## src/rtl/bdiv_pkg.sv

```systemverilog
package bdiv_pkg;
    localparam int unsigned BYTE_W = 8;
    localparam int unsigned DIV_W  = 12;

    typedef enum logic [0:0] {
        ST_FIRE  = 1'b0,
        ST_COUNT = 1'b1
    } bdiv_state_e;
endpackage

```

## src/rtl/bdiv_regs.sv

```systemverilog
module bdiv_regs #(
    parameter int unsigned BYTE_W = bdiv_pkg::BYTE_W,
    parameter int unsigned DIV_W  = bdiv_pkg::DIV_W
) (
    input  logic              clk,
    input  logic              rst_n,
    input  logic              wr_en,
    input  logic              wr_sel,
    input  logic [BYTE_W-1:0] wr_data,
    output logic              commit,
    output logic [DIV_W-1:0]  commit_val,
    output logic [DIV_W-1:0]  active_div,
    output logic [BYTE_W-1:0] rd_lo,
    output logic [BYTE_W-1:0] rd_hi
);
    localparam int unsigned HI_W = DIV_W - BYTE_W;

    logic [HI_W-1:0]   stage_hi_q;
    logic [BYTE_W-1:0] lo_q;
    logic              hi_wr;

    assign hi_wr      = wr_en && wr_sel;
    assign commit     = wr_en && !wr_sel;
    assign commit_val = {stage_hi_q, wr_data};

    always_ff @(posedge clk or negedge rst_n) begin
        if (!rst_n) begin
            stage_hi_q <= '0;
            lo_q       <= '0;
            active_div <= '0;
        end else begin
            if (hi_wr) begin
                stage_hi_q <= wr_data[HI_W-1:0];
            end
            if (commit) begin
                lo_q       <= wr_data;
                active_div <= commit_val;
            end
        end
    end

    assign rd_lo = lo_q;

    generate
        if (HI_W < BYTE_W) begin : g_pad
            assign rd_hi = {{(BYTE_W - HI_W){1'b0}}, stage_hi_q};
        end else begin : g_full
            assign rd_hi = stage_hi_q[BYTE_W-1:0];
        end
    endgenerate
endmodule

```

## src/rtl/bdiv_counter.sv

```systemverilog
module bdiv_counter #(
    parameter int unsigned DIV_W = bdiv_pkg::DIV_W
) (
    input  logic             clk,
    input  logic             rst_n,
    input  logic             load,
    input  logic [DIV_W-1:0] load_val,
    input  logic [DIV_W-1:0] active_div,
    output logic             tick
);
    import bdiv_pkg::*;

    localparam logic [DIV_W-1:0] ONE = DIV_W'(1);

    bdiv_state_e      state_q, state_d;
    logic [DIV_W-1:0] cnt_q, cnt_d;
    logic [DIV_W-1:0] reload_v;

    assign reload_v = load ? load_val : active_div;

    always_comb begin
        state_d = state_q;
        cnt_d   = cnt_q;
        unique case (state_q)
            ST_FIRE: begin
                cnt_d   = reload_v;
                state_d = (reload_v == '0) ? ST_FIRE : ST_COUNT;
            end
            ST_COUNT: begin
                if (load) begin
                    cnt_d   = load_val;
                    state_d = (load_val == '0) ? ST_FIRE : ST_COUNT;
                end else if (cnt_q == ONE) begin
                    cnt_d   = '0;
                    state_d = ST_FIRE;
                end else begin
                    cnt_d   = cnt_q - ONE;
                    state_d = ST_COUNT;
                end
            end
            default: begin
                cnt_d   = '0;
                state_d = ST_FIRE;
            end
        endcase
    end

    always_ff @(posedge clk or negedge rst_n) begin
        if (!rst_n) begin
            state_q <= ST_FIRE;
            cnt_q   <= '0;
        end else begin
            state_q <= state_d;
            cnt_q   <= cnt_d;
        end
    end

    always_comb begin
        tick = (state_q == ST_FIRE);
    end
endmodule

```

## src/rtl/bdiv_prescaler.sv

```systemverilog
module bdiv_prescaler #(
    parameter int unsigned BYTE_W = bdiv_pkg::BYTE_W,
    parameter int unsigned DIV_W  = bdiv_pkg::DIV_W
) (
    input  logic              clk,
    input  logic              rst_n,
    input  logic              wr_en,
    input  logic              wr_sel,
    input  logic [BYTE_W-1:0] wr_data,
    output logic              tick,
    output logic [BYTE_W-1:0] rd_lo,
    output logic [BYTE_W-1:0] rd_hi
);
    logic             commit;
    logic [DIV_W-1:0] commit_val;
    logic [DIV_W-1:0] active_div;

    bdiv_regs #(.BYTE_W(BYTE_W), .DIV_W(DIV_W)) u_regs (
        .clk        (clk),
        .rst_n      (rst_n),
        .wr_en      (wr_en),
        .wr_sel     (wr_sel),
        .wr_data    (wr_data),
        .commit     (commit),
        .commit_val (commit_val),
        .active_div (active_div),
        .rd_lo      (rd_lo),
        .rd_hi      (rd_hi)
    );

    bdiv_counter #(.DIV_W(DIV_W)) u_cnt (
        .clk        (clk),
        .rst_n      (rst_n),
        .load       (commit),
        .load_val   (commit_val),
        .active_div (active_div),
        .tick       (tick)
    );
endmodule

```

## config.mk

```make
export PLATFORM = sky130hd
export DESIGN_NAME = bdiv_prescaler
export DESIGN_NICKNAME = d
export VERILOG_FILES = /design/src/rtl/bdiv_pkg.sv /design/src/rtl/bdiv_regs.sv /design/src/rtl/bdiv_counter.sv /design/src/rtl/bdiv_prescaler.sv
export SDC_FILE = /design/constraint.sdc
export NUM_CORES = 1
export LEC_CHECK = 0
export BUFFER_PORTS_ARGS = -buffer_cell sky130_fd_sc_hd__buf_2
export CORE_MARGIN = 3
export CORE_UTILIZATION = 51
export CTS_BUF_LIST = sky130_fd_sc_hd__clkbuf_4
export DETAILED_ROUTE_END_ITERATION = 6
export GPL_TIMING_DRIVEN = 0
export PLACE_DENSITY = 0.75
export SLEW_MARGIN = 10
export SYNTH_ARGS = -nofsm -noshare
export SYNTH_HDL_FRONTEND = slang
export SYNTH_SLANG_ARGS = --single-unit
```

## constraint.sdc

```tcl
create_clock -name clk -period 1.4 [get_ports clk]
set_input_delay 0.07 -clock clk [delete_from_list [all_inputs] [get_ports clk]]
set_output_delay 0.07 -clock clk [all_outputs]
set_load 0.1 [all_outputs]
```

## Yosys cells after proc, flatten, opt, wreduce, memory -nomap -nowiden

Index checks and enable logic that the tools add are counted.

- Flip-flop bits (word level): 37
- Bits of input ports: 12
- Output and inout port bits: 17
- Word-level logic and storage cells: 22

- Add/sub/neg operators: 1
- Equality and inequality tests: 1
- Muxes and demuxes: 9
- Bitwise operators: 1
- Reduce and logical (&&, ||, !) cells: 5

Operator list:

| operator | count |
|---|---|
| 2-to-1 mux 12 bit | 3 |
| logical NOT 12 bit | 2 |
| one-hot mux 12 bit (2 select lines) | 1 |
| equality test 12 x 1 -> 1 bit (second input constant) | 1 |
| subtractor 12 x 1 -> 12 bit (second input constant) | 1 |
| 2-to-1 mux 1 bit | 4 |
| logical AND 1 bit | 2 |
| one-hot mux 1 bit (2 select lines) | 1 |
| logical NOT 1 bit | 1 |
| inverter 1 bit | 1 |

## Longest topological paths before layout

- Depth after elaboration: 6
- Depth in mapped cells: 6
- Mapped depth without buffers: 6

## By module

A second synthesis with hierarchy kept.

- Cell total of the unflattened synthesis: 162
- Area total of the unflattened synthesis: 1,744.2 um^2

By module, submodules not included:

| module | instances | cells an instance | area each (um^2) | sequential area each (um^2) |
|---|---|---|---|---|
| bdiv_counter | 1 | 101 | 913.4 | 325.3 |
| bdiv_regs | 1 | 61 | 830.8 | 400.4 |

## Worst setup path before layout

OpenSTA, ideal clock, no wires.

- Path kind: reg-to-reg
- Start: reg u_cnt.state_q
- End: reg u_cnt.cnt_q[7]
- Setup time: 86 ps
- Data arrival time: 1,458 ps
- Slack: -144 ps
- Cell stages (with the launch flop): 5
- Cell sequence: dfrtp_1 clkbuf_1 inv_1 nand2_1 o221ai_2

- Cells in the longest elaborated chain, start to end: 2

RTL lines:

| what | RTL line | text |
|---|---|---|
| from (decl) | bdiv_counter.sv:15 | `bdiv_state_e state_q, state_d;` |
| from (signal assigned) | bdiv_counter.sv:53 | `state_q <= state_d;` |
| inverter 1 bit | - |  |
| named net tick | bdiv_prescaler.sv:10 | `output logic tick,` |
| one-hot mux 12 bit (2 select lines) | bdiv_counter.sv:24 | `unique case (state_q)` |
| named net u_cnt.cnt_d[7] | bdiv_counter.sv:16 | `logic [DIV_W-1:0] cnt_q, cnt_d;` |
| to (signal assigned) | bdiv_counter.sv:54 | `cnt_q <= cnt_d;` |
| to (decl) | bdiv_counter.sv:16 |  |

The timed path passes the listed nets, and every way through them passes these cells.
A chain may end at the register's enable or synchronous reset.

## Final worst setup path

- Start: reg u_cnt.cnt_q[1]
- End: reg u_cnt.cnt_q[7]

- Cells in the longest elaborated chain, start to end: 4
- Elaborated cells on any way between the ends: 5
- Those cells by class: 1 x add/sub; 1 x eq/ne; 3 x mux

RTL lines:

| what | RTL line | text |
|---|---|---|
| subtractor 12 x 1 -> 12 bit / equality test 12 x 1 -> 1 bit (equally long branches) | bdiv_counter.sv:37, bdiv_counter.sv:33 |  |
| 2-to-1 mux 12 bit * | bdiv_counter.sv:33 | `end else if (cnt_q == ONE) begin` |
| 2-to-1 mux 12 bit * | bdiv_counter.sv:30 | `if (load) begin` |
| one-hot mux 12 bit (2 select lines) * | bdiv_counter.sv:24 |  |
| named net u_cnt.cnt_d[7] | bdiv_counter.sv:16 |  |

The timed path passes the listed nets; every way through them passes the cells marked *.

==> out/results.txt <==
Min Tclk post-route -> 1.58 ns
Clock network fraction of total power -> 15.2%
Main area contributors after synthesis -> dfrtp_1 (54%), nand2_1 (14%), xnor2_1 (3.1%), mux2_1 (2.6%), nor4_1 (2.2%)
RSZ-0062 raised after global routing -> true
PortBufs -> 24
Routed len/inst -> 14.1 µm
Clk sinks -> 37
CTS max path bufs -> 2
Tightest Pin Transition -> 0.799 ns
Core ar. -> 3130 µm²
Multi-input logic area -> 840 µm²
Slew Viols, Final -> 0
First-pass GRT wire length -> 6.49 mm
Pin count of the biggest net entering global routing -> 38
Largest fanout on the critical path -> 3
WP data arrival -> 1.78 ns
Drc violations -> 0
Inst Count DP -> 246
Total CTS buffers -> 5
Outcome -> finished with violations
Setup ws final -> -0.183 ns
Worst setup SP type -> register
Netlist cell types -> 34
Iteration-0 DRC Markers -> 76
Setup Viol. Count Final -> 12
Chip Width -> 64.0 µm
H-tree depth -> 2
Layout cell share with drive strength beyond 1 -> 28.7%
Util after Layout -> 69.4%
Post-Syn Area per Cell -> 9.82 µm²
Maxcap violations -> 0
Combinational Power Share -> 38.8%
Crit. End Element -> register
Slew headroom -> 46.8%
Largest area contributor in the netlist -> dfrtp_1
DR vias/cell -> 5.22
Gr usage total -> 20.2%
Syn-to-layout area delta -> 26.4%
Initial antenna violation count -> 0
FMAX -> 632 MHz
Vias in the first global route -> 1439
Yosys warnings -> 0
Num ports -> 29
Critical path type -> register to register
Initial Util -> 54.9%
Detailed Place HPWL -> 2.64 mm
Post-synth top area share -> 53.9%
Total Wirelength -> 3.78 mm
Non-Filler Instances -> 267
1st-pass router iterations -> 4
Clock Latency Late Sink -> 0.33 ns
Num rows -> 20
Final Instance Area -> 2170 µm²
CTS tree -> yes
LEAKAGE -> 1.01 nW
DR vias -> 1395
Pwr Density -> 1580 nW/µm²
Diode count -> 0
CTS Root Cell -> clkbuf_4
Mapped Area -> 1720 µm²
VDD IR-drop max -> 1.08 mV
Final Wtd Congestion -> 0.826
Final Cycle Share -> 113%
Worst Path Required -> 1.60 ns
Final hold viol count -> 0
Switching part of the total -> 42.2%
Post-synthesis sequential area ratio -> 53.9%
Clock slew at reported path FFs -> 0.11 ns
P_int -> 1.99 mW
Share of power burned in registers -> 46.0%
Final nets -> 236
Total die area -> 4100 µm²
Register area -> 931 µm²
Cells after synthesis -> 175
Min-Delay Path Class -> primary input to register
Final-layout fill cell count -> 241
Power Total -> 3.44 mW
Place WS -> -0.345 ns
NetSw -> 1.45 mW
Failing checks -> negative setup slack
Total grt overflow -> 0
FF+latch count, synth -> 37
Post-route ant nets -> 0
Placed cell area -> 1920 µm²
Die span in y -> 64.0 µm
Skew final -> 0.00848 ns
## what timing repair did
| item | CTS | global route |
|---|---|---|
| setup endpoints to repair | 13 | 13 |
| pin swaps | 5 | 1 |
| cloned | 1 | 0 |
| setup buffers | 5 | 2 |
| gates resized for setup | 14 | 5 |
| hold endpoints to repair | 41 | 0 |
| hold buffers | 5 | 0 |
## registers in the layout, summed over array words and instances, names as in the netlist
name,flops
u_regs.rd_lo,8
u_cnt.cnt_q,12
u_regs.stage_hi_q,4
u_cnt.state_q,1
u_regs.active_div,12
## cell type report
cell class,count,share of cell area (%)
multi-input combinational,130,38.7
inverter,3,0.691
tap,44,2.53
clock inverter,3,0.576
sequential,37,42.9
buffer,9,2.42
timing repair buffer,36,10.5
clock buffer,5,1.73
## Yosys cell counts
cell      instances
mux2_1            4
o21ai_2           1
o221ai_1          1
or4_4             1
conb_1            1
nand2b_1          1
nor3_1            2
clkbuf_1          5
nor2_1            4
ha_1              2
nand3_2           1
nor2b_1           2
xnor2_1           6
nand4_1           2
xor2_1            4
a22oi_1           3
o211ai_1          5
o21ai_0           1
o21ai_1           4
nor3b_1           1
buf_4             4
nand2_1          64
dfrtp_1          37
nor3b_2           1
o211a_1           1
nor4_2            1
nand3_1           2
nor4_1            6
nor4_4            1
a31oi_1           1
nor4b_1           1
inv_1             3
nand4b_1          1
o221ai_2          1
## stage by stage
stage	hold WS, ns	setup TNS [ns]
3_5_place_dp	0.210	-3.34
5_1_grt	0.00704	-2.28
2_1_floorplan	-0.226	-0.233
6_report	0.0113	-1.16
4_1_cts	0.00761	-1.18
3_3_place_gp	0.192	-2.64
## cell families after synthesis
group           after synthesis  share of synthesized area [%]
simple gates                 91                           25.4
flops                        37                           53.9
compound gates               18                           7.79
buf+inv                      12                           3.50
xor+xnor                     10                           5.10
mux                           4                           2.62
fa+ha+maj                     2                           1.46
other cells                   1                          0.218
## worst max-delay path, cell delays in order (launching register included)
cell	delay, ns
dfrtp_1	0.41
or4_4	0.58
nor4_4	0.20
xnor2_2	0.16
o221ai_2	0.11
## per-layer routing
layer / wire [µm] / GRT usage (%)
met1: 1720 / 26.8
met2: 1820 / 32.0
met3: 207 / 4.57
met4: 29 / 8.09
met5: 0 / 0
## path summary, 6_finish.rpt
path / to / cells past startpoint / from / slack, ns
worst min-delay path: u_regs.active_div[7] / 3 / wr_data[7] / 0.01
max in group asynchronous: u_cnt.cnt_q[6] / 2 / rst_n / 0.49
min in group asynchronous: u_cnt.state_q / 2 / rst_n / 0.36
worst max-delay path: u_cnt.cnt_q[7] / 4 / u_cnt.cnt_q[1] / -0.18
worst min register to register: u_regs.rd_lo[6] / 2 / u_regs.rd_lo[6] / 0.48
worst max register to register: u_cnt.cnt_q[7] / 4 / u_cnt.cnt_q[1] / -0.18
## cells in the final DEF, fill, tap and decap left out, drive strengths merged, types with 5 or more instances in the layout
cell type    count
nor4             8
clkbuf          10
buf             35
xnor2            6
nand2           64
o21ai            6
dfrtp           37
o211ai           5
dlygate4sd3      5
## power groups by stage
stage / clock, mW / sequential (mW) / combinational (mW)
6_report: 0.521 / 1.58 / 1.33
5_1_grt: 0.582 / 1.62 / 1.43
4_1_cts: 0.532 / 1.57 / 1.26
3_5_place_dp: 0 / 1.58 / 1.08
3_3_place_gp: 0 / 1.56 / 1.07
2_1_floorplan: 0 / 1.87 / 0.556
Power figures use the tool's default switching activity.
